===== config.mk =====
export PLATFORM = sky130hd
export DESIGN_NAME = refresh_sequencer
export DESIGN_NICKNAME = d
export VERILOG_FILES = /design/src/rtl/refseq_pkg.sv /design/src/rtl/refseq_timer.sv /design/src/rtl/refseq_fsm.sv /design/src/rtl/refseq_pins.sv /design/src/rtl/refresh_sequencer.sv
export SDC_FILE = /design/constraint.sdc
export NUM_CORES = 1
export LEC_CHECK = 0
export BUFFER_PORTS_ARGS = -buffer_cell sky130_fd_sc_hd__clkbuf_2
export CAP_MARGIN = 20
export CORE_MARGIN = 4
export CORE_UTILIZATION = 45
export DETAILED_ROUTE_END_ITERATION = 12
export SLEW_MARGIN = 10
export SYNTH_ARGS = -nofsm -noshare
export SYNTH_HDL_FRONTEND = slang
export SYNTH_SLANG_ARGS = --single-unit

===== constraint.sdc =====
create_clock -name clk -period 4.2 [get_ports clk]
set_clock_uncertainty 0.05 [all_clocks]
set_input_delay 1.26 -clock clk [delete_from_list [all_inputs] [get_ports clk]]
set_output_delay 1.26 -clock clk [all_outputs]
set_load 0.02 [all_outputs]

===== src/rtl/refseq_pkg.sv =====
package refseq_pkg;

    typedef enum logic [3:0] {
        ST_IDLE,
        ST_PRE,
        ST_WAIT_RP,
        ST_REF,
        ST_WAIT_RFC,
        ST_SR_ENTER,
        ST_SR_HOLD,
        ST_SR_RESIDE,
        ST_SR_EXIT
    } seq_state_t;

    typedef enum logic [1:0] {
        CMD_DESEL,
        CMD_NOP,
        CMD_PREALL,
        CMD_REFRESH
    } dram_cmd_t;

    typedef enum logic [1:0] {
        TSEL_RP,
        TSEL_RFC,
        TSEL_HOLD,
        TSEL_XSA
    } tsel_t;

    typedef enum logic {
        GOAL_AUTO,
        GOAL_SELF
    } goal_t;

endpackage


===== src/rtl/refseq_timer.sv =====
module refseq_timer
    import refseq_pkg::*;
#(
    parameter int T_RP   = 8,
    parameter int T_RFC  = 40,
    parameter int T_HOLD = 4,
    parameter int T_XSA  = 20000
) (
    input  logic  clk,
    input  logic  rst_n,
    input  logic  load,
    input  tsel_t sel,
    output logic  zero
);

    localparam int MAX_A = (T_RP > T_RFC) ? T_RP : T_RFC;
    localparam int MAX_B = (T_HOLD > T_XSA) ? T_HOLD : T_XSA;
    localparam int TMAX  = (MAX_A > MAX_B) ? MAX_A : MAX_B;
    localparam int CW    = $clog2(TMAX + 1);

    // Span lengths include the cycle in which the load happens.
    localparam logic [CW-1:0] LD_RP   = CW'(T_RP - 1);
    localparam logic [CW-1:0] LD_RFC  = CW'(T_RFC - 1);
    localparam logic [CW-1:0] LD_HOLD = CW'(T_HOLD);
    localparam logic [CW-1:0] LD_XSA  = CW'(T_XSA - 1);
    localparam logic [CW-1:0] ONE     = CW'(1);

    logic [CW-1:0] count;
    logic [CW-1:0] load_val;

    always_comb begin
        unique case (sel)
            TSEL_RP:   load_val = LD_RP;
            TSEL_RFC:  load_val = LD_RFC;
            TSEL_HOLD: load_val = LD_HOLD;
            TSEL_XSA:  load_val = LD_XSA;
            default:   load_val = LD_RP;
        endcase
    end

    always_ff @(posedge clk or negedge rst_n) begin
        if (!rst_n) begin
            count <= '0;
        end else if (load) begin
            count <= load_val;
        end else if (count != '0) begin
            count <= count - ONE;
        end
    end

    assign zero = (count == '0);

endmodule


===== src/rtl/refseq_fsm.sv =====
module refseq_fsm
    import refseq_pkg::*;
(
    input  logic      clk,
    input  logic      rst_n,
    input  logic      refresh_req,
    input  logic      selfref_req,
    input  logic      any_open,
    input  logic      tmr_zero,
    output logic      tmr_load,
    output tsel_t     tmr_sel,
    output dram_cmd_t cmd_nx,
    output logic      cke_nx,
    output logic      busy_nx
);

    seq_state_t state, state_nx;
    goal_t      goal, goal_nx;
    logic       pend, pend_nx;
    logic       sr_active;
    logic       entering_ref;

    // Next-state logic
    always_comb begin
        state_nx = state;
        goal_nx  = goal;
        tmr_load = 1'b0;
        tmr_sel  = TSEL_RP;
        unique case (state)
            ST_IDLE: begin
                if (selfref_req) begin
                    goal_nx  = GOAL_SELF;
                    tmr_load = 1'b1;
                    if (any_open) begin
                        state_nx = ST_PRE;
                        tmr_sel  = TSEL_RP;
                    end else begin
                        state_nx = ST_SR_ENTER;
                        tmr_sel  = TSEL_HOLD;
                    end
                end else if (refresh_req || pend) begin
                    goal_nx  = GOAL_AUTO;
                    tmr_load = 1'b1;
                    if (any_open) begin
                        state_nx = ST_PRE;
                        tmr_sel  = TSEL_RP;
                    end else begin
                        state_nx = ST_REF;
                        tmr_sel  = TSEL_RFC;
                    end
                end
            end
            ST_PRE: begin
                state_nx = ST_WAIT_RP;
            end
            ST_WAIT_RP: begin
                if (tmr_zero) begin
                    tmr_load = 1'b1;
                    if (goal == GOAL_SELF) begin
                        state_nx = ST_SR_ENTER;
                        tmr_sel  = TSEL_HOLD;
                    end else begin
                        state_nx = ST_REF;
                        tmr_sel  = TSEL_RFC;
                    end
                end
            end
            ST_REF: begin
                state_nx = ST_WAIT_RFC;
            end
            ST_WAIT_RFC: begin
                if (tmr_zero) begin
                    state_nx = ST_IDLE;
                end
            end
            ST_SR_ENTER: begin
                state_nx = ST_SR_HOLD;
            end
            ST_SR_HOLD: begin
                if (tmr_zero) begin
                    state_nx = ST_SR_RESIDE;
                end
            end
            ST_SR_RESIDE: begin
                if (!selfref_req) begin
                    state_nx = ST_SR_EXIT;
                    tmr_load = 1'b1;
                    tmr_sel  = TSEL_XSA;
                end
            end
            ST_SR_EXIT: begin
                if (tmr_zero) begin
                    state_nx = ST_IDLE;
                end
            end
            default: begin
                state_nx = ST_IDLE;
            end
        endcase
    end

    // Held refresh request: dropped whenever a self-refresh is under way.
    always_comb begin
        sr_active = (state == ST_SR_ENTER) || (state == ST_SR_HOLD) ||
                    (state == ST_SR_RESIDE) || (state == ST_SR_EXIT) ||
                    ((state != ST_IDLE) && (goal == GOAL_SELF)) ||
                    ((state == ST_IDLE) && selfref_req);
        entering_ref = (state_nx == ST_REF) && (state != ST_REF);
        if (sr_active) begin
            pend_nx = 1'b0;
        end else begin
            pend_nx = (pend || refresh_req) && !entering_ref;
        end
    end

    // State register
    always_ff @(posedge clk or negedge rst_n) begin
        if (!rst_n) begin
            state <= ST_IDLE;
            goal  <= GOAL_AUTO;
            pend  <= 1'b0;
        end else begin
            state <= state_nx;
            goal  <= goal_nx;
            pend  <= pend_nx;
        end
    end

    // Outputs for the state being entered; registered at the pins.
    always_comb begin
        cmd_nx  = CMD_DESEL;
        cke_nx  = 1'b1;
        busy_nx = (state_nx != ST_IDLE);
        unique case (state_nx)
            ST_PRE:       cmd_nx = CMD_PREALL;
            ST_REF:       cmd_nx = CMD_REFRESH;
            ST_SR_ENTER: begin
                cmd_nx = CMD_REFRESH;
                cke_nx = 1'b0;
            end
            ST_SR_HOLD: begin
                cmd_nx = CMD_NOP;
                cke_nx = 1'b0;
            end
            ST_SR_RESIDE: begin
                cmd_nx = CMD_DESEL;
                cke_nx = 1'b0;
            end
            default:      cmd_nx = CMD_DESEL;
        endcase
    end

endmodule


===== src/rtl/refseq_pins.sv =====
module refseq_pins
    import refseq_pkg::*;
(
    input  logic      clk,
    input  logic      rst_n,
    input  dram_cmd_t cmd_nx,
    input  logic      cke_nx,
    input  logic      busy_nx,
    output logic      busy,
    output logic      cs_n,
    output logic      ras_n,
    output logic      cas_n,
    output logic      we_n,
    output logic      cke,
    output logic      ap
);

    always_ff @(posedge clk or negedge rst_n) begin
        if (!rst_n) begin
            busy  <= 1'b0;
            cs_n  <= 1'b1;
            ras_n <= 1'b1;
            cas_n <= 1'b1;
            we_n  <= 1'b1;
            cke   <= 1'b1;
            ap    <= 1'b0;
        end else begin
            busy <= busy_nx;
            cke  <= cke_nx;
            unique case (cmd_nx)
                CMD_NOP: begin
                    cs_n  <= 1'b0;
                    ras_n <= 1'b1;
                    cas_n <= 1'b1;
                    we_n  <= 1'b1;
                    ap    <= 1'b0;
                end
                CMD_PREALL: begin
                    cs_n  <= 1'b0;
                    ras_n <= 1'b0;
                    cas_n <= 1'b1;
                    we_n  <= 1'b0;
                    ap    <= 1'b1;
                end
                CMD_REFRESH: begin
                    cs_n  <= 1'b0;
                    ras_n <= 1'b0;
                    cas_n <= 1'b0;
                    we_n  <= 1'b1;
                    ap    <= 1'b0;
                end
                default: begin
                    cs_n  <= 1'b1;
                    ras_n <= 1'b1;
                    cas_n <= 1'b1;
                    we_n  <= 1'b1;
                    ap    <= 1'b0;
                end
            endcase
        end
    end

endmodule


===== src/rtl/refresh_sequencer.sv =====
module refresh_sequencer
    import refseq_pkg::*;
#(
    parameter int NUM_BANKS = 8,
    parameter int T_RP      = 8,
    parameter int T_RFC     = 40,
    parameter int T_HOLD    = 4,
    parameter int T_XSA     = 20000
) (
    input  logic                 clk,
    input  logic                 rst_n,
    input  logic                 refresh_req,
    input  logic                 selfref_req,
    input  logic [NUM_BANKS-1:0] bank_open,
    output logic                 busy,
    output logic                 dram_cs_n,
    output logic                 dram_ras_n,
    output logic                 dram_cas_n,
    output logic                 dram_we_n,
    output logic                 dram_cke,
    output logic                 dram_ap
);

    logic      any_open;
    logic      tmr_load;
    logic      tmr_zero;
    tsel_t     tmr_sel;
    dram_cmd_t cmd_nx;
    logic      cke_nx;
    logic      busy_nx;

    assign any_open = |bank_open;

    refseq_fsm u_fsm (
        .clk         (clk),
        .rst_n       (rst_n),
        .refresh_req (refresh_req),
        .selfref_req (selfref_req),
        .any_open    (any_open),
        .tmr_zero    (tmr_zero),
        .tmr_load    (tmr_load),
        .tmr_sel     (tmr_sel),
        .cmd_nx      (cmd_nx),
        .cke_nx      (cke_nx),
        .busy_nx     (busy_nx)
    );

    refseq_timer #(
        .T_RP   (T_RP),
        .T_RFC  (T_RFC),
        .T_HOLD (T_HOLD),
        .T_XSA  (T_XSA)
    ) u_timer (
        .clk   (clk),
        .rst_n (rst_n),
        .load  (tmr_load),
        .sel   (tmr_sel),
        .zero  (tmr_zero)
    );

    refseq_pins u_pins (
        .clk     (clk),
        .rst_n   (rst_n),
        .cmd_nx  (cmd_nx),
        .cke_nx  (cke_nx),
        .busy_nx (busy_nx),
        .busy    (busy),
        .cs_n    (dram_cs_n),
        .ras_n   (dram_ras_n),
        .cas_n   (dram_cas_n),
        .we_n    (dram_we_n),
        .cke     (dram_cke),
        .ap      (dram_ap)
    );

endmodule


==> summary.md, run 1 <==
| Metric | Value |
|---|---|
| Status | `completed` |
| GR Overflow Total | `0` |
| Antenna fix cells | `0` |
| First-pass GRT wire length | `5580 um` |
| Vias in the first global route | `1,219` |
| Row count | `21` |
| Post-route insts no fill | `220` |
| CTS Hold Bufs | `0` |
| Endpoints failing setup | `0` |
| Global Route Usage Sum | `15.8%` |
| CTS tree | `done` |
| Worst Max-Slew Pin Slew | `0.684 ns` |
| Mapped Area | `1630 sq um` |
| CP required | `4.37 ns` |
| Root Driver | `clkbuf_4` |
| Final worst-path setup slack | `1.57 ns` |
| Count leader, synth | `dfrtp_1` |
| CTS clock-pin slew for the worst setup and hold paths | `0.16 ns` |
| Total power | `1.23 mW` |
| YS warnings | `0` |
| Worst r2r src | `u_timer.count[0]$_DFFE_PN0P_` |
| Area Overhead vs Synth | `6.98%` |
| Cell total after placement | `216` |
| Cell taking the most area after synthesis | `dfrtp_1` |
| Tmin final | `2.63 ns` |
| Hold WC Path Type | `register to register` |
| Pwr dens | `707 nW/um^2` |
| Slew HR | `54.4%` |
| Largest net degree at the start of global routing | `29` |
| Die X | `68.2 um` |
| TritonRoute pass-1 iters | `4` |
| Post-synth ARST share | `100%` |
| Critical path cell sequence | `inv_1 -> ha_1 -> nor4b_2 -> nand4_2 -> a311o_1 -> or4_4` |
| Post-CTS Resized | `0` |
| Fin nets | `188` |
| Sink Count | `28` |
| DP Wirelength | `2370 um` |
| Synth area leaders | `dfrtp_1 (35%), dfstp_2 (8.1%), o21ai_0 (4.6%)` |
| CP max-delay cell | `or4_4` |
| Core ar. | `3420 sq um` |
| WHS Path Cells | `1` |
| Post-synth EDFFs | `0` |
| Synth cell types | `56` |
| Setup_tns | `0 ns` |
| Port Buf Inserts | `18` |
| Htree depth | `1` |
| Critical path endpoint category | `register` |
| Crit path max fanout | `13` |
| Final core utilization | `51.1%` |
| CTS buffer count | `3` |
| Total number of vias | `1,226` |
| CP max stage delay | `0.55 ns` |
| Yosys reg bits | `28` |
| Top_reg_cell synth | `dfrtp_1` |
| Reg2reg path depth | `6` |
| Critical Path End | `u_pins.busy$_DFF_PN0_` |
| Worst-case vdd ir drop | `0.329 mV` |
| Syn Area/Cell | `10.2 sq um` |
| Dpl ws | `1.25 ns` |
| Setup repair bufs after CTS | `0` |
| Initial Util | `47.7%` |
| Sequential-to-total area share from yosys stat | `43.4%` |
| Slew Limit Fails | `0` |
| Initial antenna violation count | `0` |
| Post-synth top area share | `35.3%` |
| IO Count | `19` |
| Most frequent cells after synthesis | `dfrtp_1 (23), nor2_1 (15), o21ai_0 (15)` |
| CP Launch Type | `register` |
| R2r endpoint | `u_pins.busy$_DFF_PN0_` |
| Number of max-cap violations | `0` |
| Clock Latency Late Sink | `0.33 ns` |
| Residual DRC | `0` |
| CP startpoint | `u_timer.count[0]$_DFFE_PN0P_` |
| Syn_nets | `173` |
| RSZ-0062 raised after global routing | `false` |
| WP data arrival | `2.81 ns` |
| Final wirelength | `3190 um` |
| Filler cells | `333` |
| Die height | `68.2 um` |
| Buf/Inv on CP | `1` |
| DR iter-0 viols | `28` |
| Antenna Nets Post-Route | `0` |
| CTS max path bufs | `2` |
| F_max | `0.380 GHz` |
| DR WL/cell | `14.5 um` |
| WS Path Type | `register to register` |
| Pleak | `0.739 nW` |
| Worst R2R Setup Slack | `1.57 ns` |
| Share of layout cells above drive strength 1 | `26.4%` |
| Crit path depth | `6` |
| Crit share post-route | `62.7%` |
| Delay-heaviest family, CP | `simple AND/OR/NAND/NOR gates` |
| Die area | `4650 sq um` |
| Final hold vios | `0` |
| Vias per cell | `5.57` |
| Gate Count Post-Synth | `160` |
| Final Wtd Congestion | `0.831` |
-- cell usage in the layout (no fill, tap or decap), types with 4 or more instances in the layout --
cell and count:
dfstp_2 5, nand2_1 6, dfrtp_1 23, clkbuf_2 18, or3_1 5, xnor2_1 5, nand3_1 6, nor4_1 8
xor2_1 5, nor3_1 5, inv_1 4, a21oi_1 6, nor2_1 15, o21ai_0 15
-- kinds of logic after synthesis --
| kind of cell | count (synthesis) | synth area share, % |
|---|---|---|
| fa+ha+maj | 1 | 0.767 |
| mux | 1 | 0.614 |
| xor+xnor | 10 | 5.37 |
| simple gates | 72 | 27.6 |
| flops | 28 | 43.4 |
| buf+inv | 12 | 6.22 |
| compound gates | 36 | 16.1 |
-- layer usage --
metal	vias up	share of wire, %	global-route usage (%)
met3	4	1.6	2.13
met1	592	47	19.9
met2	11	51	27.8
met5	-	0	0
li1	619	-	-
met4	0	1.1	5.21
-- how the worst min path moves through the flow --
stage / from / endpoint / slack (ns)
floorplan: u_fsm.goal$_DFFE_PN0P_ / u_fsm.goal$_DFFE_PN0P_ / 0.45
global placement: u_fsm.goal$_DFFE_PN0P_ / u_fsm.goal$_DFFE_PN0P_ / 0.50
detailed placement: u_fsm.goal$_DFFE_PN0P_ / u_fsm.goal$_DFFE_PN0P_ / 0.49
CTS: u_fsm.goal$_DFFE_PN0P_ / u_fsm.goal$_DFFE_PN0P_ / 0.54
global route: u_fsm.goal$_DFFE_PN0P_ / u_fsm.goal$_DFFE_PN0P_ / 0.60
finish: u_fsm.goal$_DFFE_PN0P_ / u_fsm.goal$_DFFE_PN0P_ / 0.54
-- state kept, by name, summed over array words and instances, names as in the netlist --
signal / flops
u_timer.count: 15
u_fsm.state: 4
u_fsm.goal: 1
u_fsm.pend: 1
u_pins.ap: 1
u_pins.busy: 1
u_pins.cas_n: 1
u_pins.cke: 1
u_pins.cs_n: 1
u_pins.ras_n: 1
u_pins.we_n: 1
-- through the flow --
step	cell area, sq um	hold WS, ns
floorplan	1630	0.453
global placement	1690	0.497
detailed placement	1690	0.491
CTS	1740	0.539
global route	1740	0.598
finish	1740	0.540
-- area by class of cell --
| class | instances | area [sq um] | area share [%] |
|---|---|---|---|
| inverter | 4 | 15.0 | 0.861 |
| clock inverter | 1 | 30.0 | 1.72 |
| tap | 46 | 57.6 | 3.30 |
| sequential | 28 | 707 | 40.5 |
| multi-input combinational | 120 | 822 | 47.1 |
| timing repair buffer | 18 | 90.1 | 5.17 |
| clock buffer | 3 | 22.5 | 1.29 |
-- power by group --
group          internal, mW  total, mW  switching [mW]
logic                 0.249      0.519           0.270
clock network        0.0966      0.180          0.0836
registers             0.386      0.534           0.147
-- worst reg2reg max path, cell delays in order (launching register included) --
cell and delay, ns:
dfrtp_1 0.42, inv_1 0.09, ha_1 0.23, nor4b_2 0.28
nand4_2 0.39, a311o_1 0.51, or4_4 0.55
No activity file was read; power rests on OpenSTA's default activity.
==> run 2, diff against run 1 <==
--- a/config.mk
+++ b/config.mk
@@ -10,6 +10,7 @@
 export CORE_MARGIN = 4
 export CORE_UTILIZATION = 45
 export DETAILED_ROUTE_END_ITERATION = 12
+export PLACE_DENSITY = 0.67
 export SLEW_MARGIN = 10
 export SYNTH_ARGS = -nofsm -noshare
 export SYNTH_HDL_FRONTEND = slang
==> constraint.sdc (replaced) <==
create_clock -name clk -period 2.1 [get_ports clk]
set_clock_uncertainty 0.05 [all_clocks]
set_input_delay 0.63 -clock clk [delete_from_list [all_inputs] [get_ports clk]]
set_output_delay 0.63 -clock clk [all_outputs]
set_load 0.02 [all_outputs]
==> run 2 against run 1 <==
Combinational power rose to 2.9 times the previous value. Die area is the same. Design area grew 14%. Register-to-register slack lost 1.5 ns. Clock power grew 46%. Global-route usage grew 1.5 points. Fmax rose by 28%. Worst setup slack got worse by 1.5 ns. Highest routed layer unchanged. First-iteration DRC count grew 120%. Critical endpoint is now u_timer.count[6]$_DFFE_PN0P_. Sequential power grew 87%. Total power increased by 130%. Critical path depth grew 2.
==> summary.md, run 2 (synthesis results as in run 1) <==
| Metric | Value |
|---|---|
| Endpoints failing setup | `0 (unchanged)` |
| Crit path max fanout | `3 (-10)` |
| Fin nets | `215 (+14%)` |
| Clock Power Share | `9.4% (-5.2 points)` |
| Die X | `68.2 um (unchanged)` |
| Commonest cells after routing, fill and taps aside | `buf_4 (27), dfrtp_1 (21), clkbuf_2 (18)` |
| Delay-heaviest family, CP | `simple AND/OR/NAND/NOR gates` |
| Htree depth | `1 (unchanged)` |
| Area Overhead vs Synth | `21.8%` |
| Row count | `21 (unchanged)` |
| Pleak | `0.859 nW (+16%)` |
| Sink Count | `28 (unchanged)` |
| Worst R2R Setup Slack | `0.04 ns (-1.53 ns)` |
| CP Launch Type | `register` |
| Dpl ws | `-0.0601 ns (-1.31 ns)` |
| Buf/Inv on CP | `2 (+1)` |
| Core ar. | `3420 sq um (unchanged)` |
| Fin Hold WS | `0.257 ns (-0.283 ns)` |
| Sequential power share | `35.8% (-7.5 points)` |
| RSZ-0062 raised after global routing | `true` |
| Total number of vias | `1,376 (+12%)` |
| Worst-case vdd ir drop | `0.561 mV (+71%)` |
| WP data arrival | `2.28 ns (-0.53 ns)` |
| Initial Util | `47.7% (unchanged)` |
| DR top layer | `met4` |
| Worst Max-Slew Pin Slew | `0.699 ns (+0.0148 ns)` |
| R2r endpoint | `u_timer.count[6]$_DFFE_PN0P_` |
| Critical path cell sequence | `inv_2 -> ha_4 -> buf_4 -> or3b_4 -> or2_4 -> or3_4 -> xor2_1 -> nor2_1` |
| Reg2reg path depth | `8 (+2)` |
| Port Buf Inserts | `18 (unchanged)` |
| Final Wtd Congestion | `0.940 (+13%)` |
| DP Wirelength | `2690 um (+14%)` |
| GR Overflow Total | `0 (unchanged)` |
| Most common cell after layout, fill and taps aside | `buf_4` |
| Largest regs | `u_timer.count: 15 flops, u_fsm.state: 4 flops` |
| CTS tree | `done` |
| P_int | `1.66 mW (+130%)` |
| Routed met1 length | `1650 um (+11%)` |
| Slew Limit Fails | `0 (unchanged)` |
| Met3 Wirelength | `169 um (+240%)` |
| CTS buffer count | `3 (unchanged)` |
| Tmin final | `2.06 ns (-0.570 ns)` |
| Die area | `4650 sq um (unchanged)` |
| Switching power | `1.14 mW (+130%)` |
| Final wirelength | `3530 um (+11%)` |
| Largest reg by FF count | `u_timer.count` |
| Critical path endpoint category | `register` |
| Number of max-cap violations | `0 (unchanged)` |
| Final hold vios | `0 (unchanged)` |
| Global Route Usage Sum | `17.3% (+1.5 points)` |
| CTS max path bufs | `2 (unchanged)` |
| CP required | `2.32 ns (-2.05 ns)` |
| Met2 WL post-DR | `1680 um (+4.0%)` |
| F_max | `0.485 GHz (+28%)` |
| Vias in the first global route | `1,322 (+8.4%)` |
| Max reg flops | `15 (unchanged)` |
| Comb pwr share | `54.8% (+13 points)` |
| CTS clock-pin slew for the worst setup and hold paths | `0.15 ns (about the same)` |
| DR iter-0 viols | `62 (+120%)` |
| Antenna Nets Post-Route | `0 (unchanged)` |
| IO Count | `19 (unchanged)` |
| Sw frac | `40.8% (+0.17 points)` |
| Antenna fix cells | `0 (unchanged)` |
| Status | `completed` |
| Clock Latency Late Sink | `0.33 ns (about the same)` |
| Slew HR | `53.4% (-0.99 points)` |
| DR WL/cell | `14.3 um (-1.2%)` |
| Vias per cell | `5.57 (about the same)` |
| TritonRoute pass-1 iters | `4 (unchanged)` |
| Crit share post-route | `98.2% (+36 points)` |
| WS Path Type | `register to register` |
| Initial antenna violation count | `0 (unchanged)` |
| CP max-delay cell | `dfrtp_1` |
| Pwr dens | `1410 nW/um^2 (+99%)` |
| Largest net degree at the start of global routing | `29 (unchanged)` |
| Worst r2r src | `u_timer.count[1]$_DFFE_PN0P_` |
| Die height | `68.2 um (unchanged)` |
| CTS Hold Bufs | `0 (unchanged)` |
| Hold WC Path Type | `input port to asynchronous set/reset pin` |
| Final worst-path setup slack | `0.0381 ns (-1.53 ns)` |
| Root Driver | `clkbuf_4` |
| First-pass GRT wire length | `6020 um (+7.8%)` |
| Residual DRC | `0 (unchanged)` |
| Share of layout cells above drive strength 1 | `40.8% (+14 points)` |
| CP max stage delay | `0.42 ns (-0.13 ns)` |
[run 2: cell count changes in the layout (fill, tap and decap cells not counted), moves of 2 or more]
cell	previous run	this run
dfrtp_1	23	21
buf_4	0	27
inv_2	0	2
nor4_1	8	6
o21ai_1	0	2
nor4_2	1	3
dfrtp_2	0	2
inv_1	4	2
o21ai_0	15	13
[run 2: power by group through the flow]
stage | logic, mW | registers [mW] | clock network, mW
final | 1.53 | 1.00 | 0.263
after global routing | 1.69 | 1.04 | 0.301
after CTS | 1.49 | 0.991 | 0.277
after detailed placement | 1.42 | 1.00 | 0
after global placement | 1.39 | 0.995 | 0
after floorplan | 0.927 | 1.02 | 0
[run 2: how the worst max path moves through the flow]
stage	from	endpoint	cells past startpoint
after CTS	u_timer.count[1]$_DFFE_PN0P_	u_pins.busy$_DFF_PN0_	6
final	u_timer.count[1]$_DFFE_PN0P_	u_timer.count[6]$_DFFE_PN0P_	8
after floorplan	u_timer.count[1]$_DFFE_PN0P_	u_pins.busy$_DFF_PN0_	8
after detailed placement	u_timer.count[0]$_DFFE_PN0P_	u_timer.count[6]$_DFFE_PN0P_	8
after global routing	u_timer.count[0]$_DFFE_PN0P_	u_pins.busy$_DFF_PN0_	6
after global placement	u_timer.count[0]$_DFFE_PN0P_	u_timer.count[6]$_DFFE_PN0P_	8
[run 2: metrics by stage]
stage | setup TNS, ns | area, sq um | power, mW | util (%) | std cells
2_1_floorplan | 0 | 1640 | 1.95 | - | 160
3_3_place_gp | -0.0446 | 1880 | 2.39 | 55.1 | 240
3_5_place_dp | -0.184 | 1880 | 2.43 | 55.1 | 240
4_1_cts | 0 | 1950 | 2.76 | 57.0 | 245
5_1_grt | -0.0916 | 1990 | 3.03 | 58.1 | 247
6_report | 0 | 1990 | 2.80 | 58.1 | 247
[run 2: cell type report]
cell class                      count  area (sq um)
Inverter                            4          15.0
Timing Repair Buffer               45           293
Multi-Input combinational cell    120           875
Fill cell                         310          1430
Tap cell                           46          57.6
Clock buffer                        4          36.3
Sequential cell                    28           709
[run 2: metal layers]
layer | up-vias | GRT usage, %
met5 | - | 0
met2 | 35 | 28.6
li1 | 677 | -
met3 | 5 | 2.46
met1 | 659 | 23.5
met4 | 0 | 5.21
[run 2: repair_timing]
item | 4_1_cts | 5_1_grt
gates resized for setup | 4 | 8
pin swaps | 3 | 2
setup buffers | 1 | 2
setup endpoints to repair | 3 | 11
==> run 3, diff against run 2 <==
--- a/config.mk
+++ b/config.mk
@@ -5,12 +5,13 @@
 export SDC_FILE = /design/constraint.sdc
 export NUM_CORES = 1
 export LEC_CHECK = 0
+export ABC_AREA = 1
 export BUFFER_PORTS_ARGS = -buffer_cell sky130_fd_sc_hd__clkbuf_2
 export CAP_MARGIN = 20
-export CORE_MARGIN = 4
+export CORE_MARGIN = 2
 export CORE_UTILIZATION = 45
 export DETAILED_ROUTE_END_ITERATION = 12
-export PLACE_DENSITY = 0.67
+export PLACE_DENSITY = 0.66
 export SLEW_MARGIN = 10
 export SYNTH_ARGS = -nofsm -noshare
 export SYNTH_HDL_FRONTEND = slang
==> run 3 against run 2 <==
Register-to-register slack better by 0.25 ns. Via count is 0.29% lower. Routed wire length is 0.40% lower. Critical path type unchanged. Largest power group unchanged.
==> summary.md, run 3 <==
| Metric | Value |
|---|---|
| Commonest cells after routing, fill and taps aside | `nand2_1 (35), nor2_1 (27), dfrtp_1 (23)` |
| Worst r2r src | `u_timer.count[0]$_DFFE_PN0P_` |
| F_max | `0.552 GHz (+14%)` |
| Largest reg by FF count | `u_timer.count` |
| Sw frac | `47.3% (+6.4 points)` |
| Vias in the first global route | `1,449 (+9.6%)` |
| Antenna fix cells | `0 (unchanged)` |
| Post-synth EDFFs | `0 (unchanged)` |
| Die X | `66.1 um (-3.0%)` |
| Clock Power Share | `14.2% (+4.8 points)` |
| Post-synthesis adder-cell area fraction | `0.720% (-0.047 points)` |
| Number of max-cap violations | `0 (unchanged)` |
| CTS tree | `done` |
| Mapped Area | `1740 sq um (+6.5%)` |
| Post-route design area | `1960 sq um (-1.4%)` |
| Syn Area/Cell | `8.12 sq um (-20%)` |
| Max reg flops | `15 (unchanged)` |
| CTS Hold Bufs | `0 (unchanged)` |
| YS warnings | `0 (unchanged)` |
| Gate Count Post-Synth | `214 (+34%)` |
| Pwr dens | `1550 nW/um^2 (+10%)` |
| Antenna Nets Post-Route | `0 (unchanged)` |
| Simple-gate share of the synthesized area | `37.9% (+10 points)` |
| Sequential power share | `31.1% (-4.7 points)` |
| Residual DRC | `0 (unchanged)` |
| CP required | `2.25 ns (-0.07 ns)` |
| Core ar. | `3690 sq um (+8.0%)` |
| Root Driver | `clkbuf_8` |
| Critical path endpoint category | `register` |
| Multi-input gate area | `896 sq um (+2.4%)` |
| Multiplexer share of the synthesized area | `0% (-0.61 points)` |
| Synth area leaders | `dfrtp_1 (33%), dfstp_2 (7.6%), nand2_1 (7.6%)` |
| Top_reg_cell synth | `dfrtp_1` |
| DR iter-0 viols | `84 (+35%)` |
| Most common cell after layout, fill and taps aside | `nand2_1` |
| Worst Max-Slew Pin Slew | `0.699 ns (+0.000831 ns)` |
| Count leader, synth | `nand2_1` |
| Endpoints failing setup | `0 (unchanged)` |
| Cell total after placement | `280 (+17%)` |
| CP max-delay cell | `dfrtp_1` |
| IO Count | `19 (unchanged)` |
| Post-Synth XOR/XNOR Area | `4.54% (-0.83 points)` |
| Initial Util | `47.1% (-0.65 points)` |
| Post-synth ARST share | `100% (unchanged)` |
| Final hold vios | `0 (unchanged)` |
| CTS max path bufs | `2 (unchanged)` |
| Switching power | `1.44 mW (+26%)` |
| DP Wirelength | `2840 um (+5.9%)` |
| Crit path max fanout | `7 (+4)` |
| Final Wtd Congestion | `0.840 (-11%)` |
| GR Overflow Total | `0 (unchanged)` |
| Setup_tns | `0 ns (unchanged)` |
| Largest family of logic cells by synthesized area | `simple AND/OR/NAND/NOR gates` |
| Port Buf Inserts | `18 (unchanged)` |
| CP max stage delay | `0.39 ns (-0.03 ns)` |
| GR Util met1 | `28.9% (+5.5 points)` |
| CTS buffer count | `3 (unchanged)` |
| Htree depth | `1 (unchanged)` |
| Register Area | `707 sq um (-0.35%)` |
| Tmin final | `1.81 ns (-0.252 ns)` |
| Worst-case vdd ir drop | `0.799 mV (+42%)` |
| Total power | `3.04 mW (+8.5%)` |
| Clock Latency Late Sink | `0.28 ns (-0.05 ns)` |
| Vias per cell | `4.83 (-13%)` |
| Placed Area | `1890 sq um (+0.20%)` |
| Gr busiest metal | `met2` |
| Synth cell types | `32 (-43%)` |
| Fin nets | `250 (+16%)` |
| Total number of vias | `1,372 (-0.29%)` |
| Hold WC Path Type | `input port to asynchronous set/reset pin` |
| Sequential-to-total area share from yosys stat | `40.7% (-2.7 points)` |
| Row count | `22 (+4.8%)` |
| Post-CTS Resized | `0 (-4)` |
| WP data arrival | `1.96 ns (-0.32 ns)` |
| DR WL/cell | `12.4 um (-13%)` |
| CP Launch Type | `register` |
| Setup repair bufs after CTS | `0 (-1)` |
| Crit share post-route | `86.2% (-12 points)` |
| TritonRoute pass-1 iters | `4 (unchanged)` |
| First-pass GRT wire length | `6580 um (+9.3%)` |
| Sink Count | `28 (unchanged)` |
| Slew Limit Fails | `0 (unchanged)` |
| WS Path Type | `register to register` |
| Post-synth top area share | `33.1% (-2.2 points)` |
| Cell taking the most area after synthesis | `dfrtp_1` |
| Most frequent cells after synthesis | `nand2_1 (35), nor2_1 (27), dfrtp_1 (23)` |
| Post-route insts no fill | `284 (+15%)` |
| P_int | `1.60 mW (-3.3%)` |
| Syn_nets | `227 (+31%)` |
| Final wirelength | `3520 um (-0.40%)` |
| Fin Hold WS | `0.330 ns (+0.0733 ns)` |
| Pleak | `1.02 nW (+18%)` |
| Largest net degree at the start of global routing | `29 (unchanged)` |
| Global Route Usage Sum | `19.8% (+2.5 points)` |
| Die area | `4370 sq um (-6.0%)` |
| CP startpoint | `u_timer.count[0]$_DFFE_PN0P_` |
| GRT met3 Usage | `3.24% (+0.77 points)` |
| Die height | `66.1 um (-3.0%)` |
| Slew HR | `53.4% (-0.055 points)` |
| Filler cells | `381 (+23%)` |
| Yosys reg bits | `28 (unchanged)` |
| Post-synthesis compound-gate area fraction | `8.43% (-7.7 points)` |
| Met2 Track Usage GR | `30.1% (+1.5 points)` |
| Area Overhead vs Synth | `12.8%` |
| CTS clock-pin slew for the worst setup and hold paths | `0.10 ns (-0.05 ns)` |
| Status | `completed` |
| Largest regs | `u_timer.count: 15 flops, u_fsm.state: 4 flops` |
| Comb pwr share | `54.8% (about the same)` |
| Share of layout cells above drive strength 1 | `32.6% (-8.2 points)` |
| Critical path cell sequence | `inv_1 -> ha_1 -> nand2_2 -> nor2_4 -> nand3_2 -> nand2_4 -> inv_6 -> nand2_8 -> inv_8 -> nand2_8 -> inv_6 -> nor2_1` |
| Initial antenna violation count | `0 (unchanged)` |
| RSZ-0062 raised after global routing | `false` |
## run 3: through the flow
step | util [%] | setup slack, ns
4_1_cts | 53.1 | 0.277
6_report | 53.1 | 0.290
3_5_place_dp | 51.2 | 0.296
5_1_grt | 53.1 | 0.104
3_3_place_gp | 51.2 | 0.288
2_1_floorplan | - | 0.488
## run 3: power by group through the flow
stage / registers, mW / logic (mW) / clock network, mW
6_report: 0.944 / 1.66 / 0.430
5_1_grt: 0.978 / 1.91 / 0.457
4_1_cts: 0.946 / 1.68 / 0.431
3_5_place_dp: 0.954 / 1.68 / 0
3_3_place_gp: 0.954 / 1.67 / 0
2_1_floorplan: 0.975 / 1.30 / 0
## run 3: kinds of logic (layout without fill, tap and decap cells)
kind of cell / Yosys count / after routing
xor gates and xnor gates: 9 / 9
DFF: 28 / 28
AOI/OAI and AO/OA: 22 / 22
adders and majority gates: 1 / 1
and+or+nand+nor: 123 / 123
buffers and inverters: 31 / 53
## run 3: metal layers
metal,part of all wire (%),vias to the layer above
li1,-,723
met2,44,29
met1,51,614
met5,0,-
met4,1.5,0
met3,4.2,6
## run 3: final timing paths
kind / endpoint / slack [ns] / depth (start not counted)
setup / recovery: u_timer.count[5]$_DFFE_PN0P_ / 0.29 / 12
hold / removal: u_timer.count[7]$_DFFE_PN0P_ / 0.33 / 1
setup reg to reg: u_timer.count[5]$_DFFE_PN0P_ / 0.29 / 12
hold reg to reg: u_timer.count[1]$_DFFE_PN0P_ / 0.46 / 2
max in group asynchronous: u_fsm.pend$_DFF_PN0_ / 1.22 / 1
min in group clk: u_timer.count[1]$_DFFE_PN0P_ / 0.46 / 2
## run 3: worst max-delay path, delay by kind of cell (launching register included)
kind,cells,cell delay (ns)
and+or+nand+nor,7,0.81
DFF,1,0.39
buffers and inverters,4,0.25
adders and majority gates,1,0.23
## run 3: layout make-up
cell class,instances,area share [%]
multi-input cells,155,45.8
clock inverters,1,1.53
flip-flops and latches,28,36.1
well taps,48,3.07
inverters,31,6.84
clock buffers,3,2.11
repair buffers,18,4.60
